$ cat config.mk
export PLATFORM = sky130hd
export DESIGN_NAME = nand_ecc_gen
export DESIGN_NICKNAME = d
export VERILOG_FILES = /design/src/rtl/nand_ecc_pkg.sv /design/src/rtl/nand_ecc_chunk_acc.sv /design/src/rtl/nand_ecc_seq.sv /design/src/rtl/nand_ecc_readout.sv /design/src/rtl/nand_ecc_gen.sv
export SDC_FILE = /design/constraint.sdc
export NUM_CORES = 1
export LEC_CHECK = 0
export ABC_AREA = 1
export BUFFER_PORTS_ARGS = -buffer_cell sky130_fd_sc_hd__buf_2
export CORE_MARGIN = 5
export CORE_UTILIZATION = 55
export DETAILED_ROUTE_END_ITERATION = 8
export PLACE_DENSITY = 0.73
export SLEW_MARGIN = 20
export SYNTH_ARGS = -nofsm -noshare
export SYNTH_HDL_FRONTEND = slang
export SYNTH_SLANG_ARGS = --single-unit
$ cat constraint.sdc
create_clock -name clk -period 4.6 [get_ports clk]
set_clock_uncertainty 0.2 [all_clocks]
set_input_delay 0.46 -clock clk [delete_from_list [all_inputs] [get_ports clk]]
set_output_delay 0.46 -clock clk [all_outputs]
set_load 0.02 [all_outputs]
$ cat src/rtl/nand_ecc_pkg.sv
package nand_ecc_pkg;
  localparam int BYTE_W       = 8;
  localparam int CHUNK_ADDR_W = 8;              // 256-byte chunks
  localparam int LP_W         = 2 * CHUNK_ADDR_W;
  localparam int CP_W         = 2 * $clog2(BYTE_W);
  localparam int CODE_BYTES   = 3;

  typedef enum logic [1:0] {
    ECC_OFF   = 2'b00,
    ECC_ACC   = 2'b01,
    ECC_DRAIN = 2'b10,
    ECC_CLEAR = 2'b11
  } ecc_mode_e;

  // column code byte from the running XOR of a chunk's bytes
  function automatic logic [BYTE_W-1:0] col_code(input logic [BYTE_W-1:0] cx);
    logic [CP_W-1:0] cp;
    cp = '0;
    for (int b = 0; b < BYTE_W; b++) begin
      for (int j = 0; j < CP_W/2; j++) begin
        if (((b >> j) & 1) == 1) cp[2*j+1] = cp[2*j+1] ^ cx[b];
        else                     cp[2*j]   = cp[2*j]   ^ cx[b];
      end
    end
    return {~cp, {(BYTE_W-CP_W){1'b1}}};
  endfunction
endpackage

$ cat src/rtl/nand_ecc_chunk_acc.sv
module nand_ecc_chunk_acc
  import nand_ecc_pkg::*;
(
  input  logic                    clk,
  input  logic                    rst,
  input  logic                    clr,
  input  logic                    en,
  input  logic [CHUNK_ADDR_W-1:0] idx,
  input  logic [BYTE_W-1:0]       data,
  output logic [LP_W-1:0]         lp,
  output logic [BYTE_W-1:0]       colx
);
  logic             odd;
  logic [LP_W-1:0]  lp_delta;

  // a byte of odd parity toggles one bit of each index-bit pair
  always_comb begin
    odd      = ^data;
    lp_delta = '0;
    for (int k = 0; k < CHUNK_ADDR_W; k++) begin
      if (idx[k]) lp_delta[2*k+1] = odd;
      else        lp_delta[2*k]   = odd;
    end
  end

  always_ff @(posedge clk) begin
    if (rst || clr) begin
      lp   <= '0;
      colx <= '0;
    end else if (en) begin
      lp   <= lp ^ lp_delta;
      colx <= colx ^ data;
    end
  end
endmodule

$ cat src/rtl/nand_ecc_seq.sv
module nand_ecc_seq
  import nand_ecc_pkg::*;
#(
  parameter int NUM_CHUNKS = 2,
  localparam int TOTAL = NUM_CHUNKS << CHUNK_ADDR_W,
  localparam int CNT_W = $clog2(TOTAL + 1),
  localparam int SEL_W = (NUM_CHUNKS > 1) ? $clog2(NUM_CHUNKS) : 1
)(
  input  logic                    clk,
  input  logic                    rst,
  input  ecc_mode_e               mode,
  input  logic                    xfer,
  output logic [CNT_W-1:0]        cnt,
  output logic                    clr,
  output logic [NUM_CHUNKS-1:0]   en,
  output logic [CHUNK_ADDR_W-1:0] idx
);
  logic             take;
  logic [SEL_W-1:0] sel;

  // only accumulate mode with room left takes a byte
  assign take = (mode == ECC_ACC) && xfer && (cnt < CNT_W'(TOTAL));
  assign clr  = (mode == ECC_CLEAR);
  assign idx  = cnt[CHUNK_ADDR_W-1:0];

  if (NUM_CHUNKS > 1) begin : g_sel
    assign sel = cnt[CHUNK_ADDR_W +: SEL_W];
  end else begin : g_nosel
    assign sel = '0;
  end

  // chunk picked by the counter bits above the in-chunk index
  for (genvar g = 0; g < NUM_CHUNKS; g++) begin : g_en
    assign en[g] = take && (sel == SEL_W'(g));
  end

  always_ff @(posedge clk) begin
    if (rst || clr) cnt <= '0;
    else if (take)  cnt <= cnt + 1'b1;
  end
endmodule

$ cat src/rtl/nand_ecc_readout.sv
module nand_ecc_readout
  import nand_ecc_pkg::*;
#(
  parameter int NUM_CHUNKS = 2,
  localparam int NUM_OUT = CODE_BYTES * NUM_CHUNKS,
  localparam int PTR_W   = $clog2(NUM_OUT)
)(
  input  logic                                clk,
  input  logic                                rst,
  input  ecc_mode_e                           mode,
  input  logic                                rd,
  input  logic [NUM_CHUNKS-1:0][LP_W-1:0]     lp_all,
  input  logic [NUM_CHUNKS-1:0][BYTE_W-1:0]   colx_all,
  output logic [PTR_W-1:0]                    ptr,
  output logic [BYTE_W-1:0]                   ecc_o
);
  logic [PTR_W-1:0]  ptr_nxt;
  logic [BYTE_W-1:0] code [NUM_OUT];
  logic              drain;

  assign drain = (mode == ECC_DRAIN);

  // advance on read with wrap, home outside drain
  always_comb begin
    if (!drain)                           ptr_nxt = '0;
    else if (rd && ptr == PTR_W'(NUM_OUT-1)) ptr_nxt = '0;
    else if (rd)                          ptr_nxt = ptr + 1'b1;
    else                                  ptr_nxt = ptr;
  end

  // per chunk high line byte, low line byte, column byte
  for (genvar c = 0; c < NUM_CHUNKS; c++) begin : g_code
    assign code[CODE_BYTES*c]   = ~lp_all[c][LP_W-1 -: BYTE_W];
    assign code[CODE_BYTES*c+1] = ~lp_all[c][BYTE_W-1:0];
    assign code[CODE_BYTES*c+2] = col_code(colx_all[c]);
  end

  // registered output
  always_ff @(posedge clk) begin
    if (rst) begin
      ptr   <= '0;
      ecc_o <= '0;
    end else begin
      ptr   <= ptr_nxt;
      ecc_o <= drain ? code[ptr_nxt] : '0;
    end
  end
endmodule

$ cat src/rtl/nand_ecc_gen.sv
module nand_ecc_gen
  import nand_ecc_pkg::*;
#(
  parameter int NUM_CHUNKS = 2
)(
  input  logic        clk,
  input  logic        rst,
  input  logic [1:0]  mode_i,
  input  logic        xfer_i,
  input  logic [7:0]  xfer_data_i,
  input  logic        rd_i,
  output logic [7:0]  ecc_o
);
  localparam int TOTAL   = NUM_CHUNKS << CHUNK_ADDR_W;
  localparam int CNT_W   = $clog2(TOTAL + 1);
  localparam int NUM_OUT = CODE_BYTES * NUM_CHUNKS;
  localparam int PTR_W   = $clog2(NUM_OUT);

  ecc_mode_e                         mode;
  logic [CNT_W-1:0]                  byte_cnt;
  logic                              acc_clr;
  logic [NUM_CHUNKS-1:0]             acc_en;
  logic [CHUNK_ADDR_W-1:0]           byte_idx;
  logic [NUM_CHUNKS-1:0][LP_W-1:0]   lp_all;
  logic [NUM_CHUNKS-1:0][BYTE_W-1:0] colx_all;
  logic [PTR_W-1:0]                  rd_ptr;

  assign mode = ecc_mode_e'(mode_i);

  nand_ecc_seq #(.NUM_CHUNKS(NUM_CHUNKS)) seq_i (
    .clk  (clk),
    .rst  (rst),
    .mode (mode),
    .xfer (xfer_i),
    .cnt  (byte_cnt),
    .clr  (acc_clr),
    .en   (acc_en),
    .idx  (byte_idx)
  );

  for (genvar g = 0; g < NUM_CHUNKS; g++) begin : g_chunk
    nand_ecc_chunk_acc acc_i (
      .clk  (clk),
      .rst  (rst),
      .clr  (acc_clr),
      .en   (acc_en[g]),
      .idx  (byte_idx),
      .data (xfer_data_i),
      .lp   (lp_all[g]),
      .colx (colx_all[g])
    );
  end

  nand_ecc_readout #(.NUM_CHUNKS(NUM_CHUNKS)) rdo_i (
    .clk      (clk),
    .rst      (rst),
    .mode     (mode),
    .rd       (rd_i),
    .lp_all   (lp_all),
    .colx_all (colx_all),
    .ptr      (rd_ptr),
    .ecc_o    (ecc_o)
  );
endmodule

==> results.toml <==
[status]
status = "completed"

[routing]
vias = 4021
drc = 0
wl_per_cell_um = 13.1
drt-total-wl_um = 10100
drtPass1Iterations = 5
drt_iter0_markers = 258
antenna_left = 0
via_per_inst = 5.25

[clocking]
cts-root-buf = "clkbuf_8"
cts_max_level = 3
post_cts_buffers = 0
clk_pin_slew_worst_paths_ns = 0.08
post_cts_resized = 0
postCtsHoldBufs = 0
cts_buffer_depth = 2
cts_buffers = 9
cts_tree = "done"
clkSinkCount = 69
clk_latency_ns = 0.35

[synth]
yosys-top-cells-area = "dfxtp_1 34%, nand2_1 18%, nand3_1 7.6%"
yosysWarnings = 0
synth_most_common_cell = "nand2_1"
netlist_instances = 659
synth-edff-count = 0
yosys.cell_types.count = 27
synth.top_cells.by_count = "195 x nand2_1, 79 x inv_1, 70 x nor2_1, 69 x dfxtp_1, 62 x nand3_1"
synthFlopType = "dfxtp_1"
async_flop_share_pct = 0
syn_area_per_cell_sq_um = 6.16
seq_area_frac_synth_pct = 34.0
syn-num-nets = 676
syn_area_sq_um = 4060
ys_seq_elements = 69
yosysTopAreaCell = "dfxtp_1"
yosys.area.top_type_share_pct = 34.0

[hold_path]
hp-start = "rst"
hold_depth = 2
min_path_type = "input port to register"
min_to = "rdo_i.ptr[1]$_SDFF_PP0_"

[floorplanning]
fp-row-count = 31
core_area_sq_um = 7210
initial_utilization_pct = 56.3
die_y_um = 95.9
die_area_sq_um = 9200
ios = 22
die_w_um = 95.9

[place]
post-dp-hpwl_um = 7130
gp_congestion = 0.884
pre_cts_ws_ns = 2.13
io_buffer_count = 21

[finish]
fillers = 713
fin_nets = 679
drive_gt1_share_pct = 9.60
post-route-util_pct = 60.7
syn_to_final_growth_pct = 7.86
n_antenna_cell = 0

[power]
cellPowerDensity_nw_per_um2 = 298
ir_drop_mv = 0.194
p_leak_uw = 0.00194

[grt]
grt_pass1_vias = 3567
grt_pass1_wl_um = 17100
grt_max_degree = 65
antenna_found_initial = 0
grt_usage_pct = 23.9
grt.overflow.total = 0

[timing]
slew-limit-headroom_pct = 50.9
timing.fmax_ghz = 0.446
post-route-period-util_pct = 48.7
setup_viol = 0
timing.final.ws_setup_ns = 2.36
post-route-min-period_ns = 2.24
grt_setup_unrepaired = "no"
tns_ns = 0
hold_violations = 0
slew_violations = 0
worst_pin_slew_ns = 0.735

[flow_run]
max_cap_violations = 0

[setup_path]
worstSetupPathType = "register to register"
critPathLaunchType = "register"
cp.required_ns = 4.65
rrSetupSlack_ns = 2.36
reg2reg_from = "seq_i.cnt[8]$_SDFFE_PP0N_"
cp_max_fo = 35
worstReg2RegEnd = "g_chunk[1].acc_i.lp[10]$_SDFFE_PP0P_"
crit_arrival_ns = 2.29
worstSetupEndpointType = "register"
reg2reg_depth = 7
==> cell families after synthesis <==
logic type,count (synthesis),share of synthesized area (%)
flops,69,34.0
simple gates,399,43.4
fa+ha+maj,3,0.925
xor+xnor,13,2.81
compound gates,59,7.27
buf+inv,116,11.6
==> how the worst max path moves through the flow <==
stage                     slack [ns]  cells after the start                                   end                 startpoint
after floorplan                 2.90                      8             rdo_i.ecc_o[1]$_SDFF_PP0_    rdo_i.ptr[1]$_SDFF_PP0_
after global placement          2.17                     10   g_chunk[1].acc_i.lp[6]$_SDFFE_PP0P_                  mode_i[0]
after detailed placement        2.13                     10  g_chunk[1].acc_i.lp[14]$_SDFFE_PP0P_                  mode_i[0]
after CTS                       2.39                      7  g_chunk[1].acc_i.lp[14]$_SDFFE_PP0P_  seq_i.cnt[8]$_SDFFE_PP0N_
after global routing            2.16                      7  g_chunk[1].acc_i.lp[10]$_SDFFE_PP0P_  seq_i.cnt[8]$_SDFFE_PP0N_
final                           2.36                      7  g_chunk[1].acc_i.lp[10]$_SDFFE_PP0P_  seq_i.cnt[8]$_SDFFE_PP0N_
==> power breakdown <==
| group | internal (uW) | switching [uW] | leakage, uW |
|---|---|---|---|
| clock | 308 | 254 | 0.000110 |
| combinational | 35.3 | 95.4 | 0.00128 |
| sequential | 604 | 7.45 | 0.000558 |
| total | 947 | 356 | 0.00194 |
==> cells in the final DEF (no fill, tap or decap), drive strengths merged <==
cell / count
nand2: 198
nand3: 63
or2: 5
ha: 3
buf: 23
clkinv: 3
clkbuf: 9
nor3b: 2
inv: 86
a21oi: 46
and3: 8
xnor2: 11
nand4: 19
nor3: 26
bufinv: 2
clkinvlp: 1
dfxtp: 69
o21ai: 13
nor2: 78
xor2: 2
==> worst max-delay path, cell delays in order, from the launching register on <==
cell and delay [ns]:
dfxtp_1 0.49, inv_1 0.15, nor2_4 0.58, inv_1 0.28, nor2_1 0.21, nand3_1 0.10
nand2_1 0.09, nor2_1 0.04
==> metal layers <==
layer	up-vias	share of wire (%)	global-route usage, %
met3	9	7.5	4.22
met1	1815	49	35.5
met2	116	43	35.9
met4	0	0.96	5.69
li1	2081	-	-
met5	-	0	0
==> metrics by stage <==
stage,cell area [sq um],cells,total power (uW),hold WS (ns)
floorplan,4060,659,723,0.274
global placement,4160,750,751,0.289
detailed placement,4160,750,755,0.302
CTS,4380,766,1310,0.169
global route,4380,766,1360,0.170
finish,4380,766,1300,0.189
==> final cells by class <==
cell class / instances / area (sq um) / area share (%)
inverters: 85 / 319 / 7.29
repair buffers: 23 / 120 / 2.74
multi-input cells: 474 / 2210 / 50.5
clock buffers: 9 / 124 / 2.83
clock inverters: 7 / 98.8 / 2.26
well taps: 99 / 124 / 2.83
flip-flops and latches: 69 / 1380 / 31.6
==> registers in the layout (all words and copies together), names as in the netlist <==
name and count:
seq_i.cnt 10, g_chunk.acc_i.lp 32, g_chunk.acc_i.colx 16, rdo_i.ecc_o 8
rdo_i.ptr 3
Note: power is estimated with default switching activity, not from simulation.
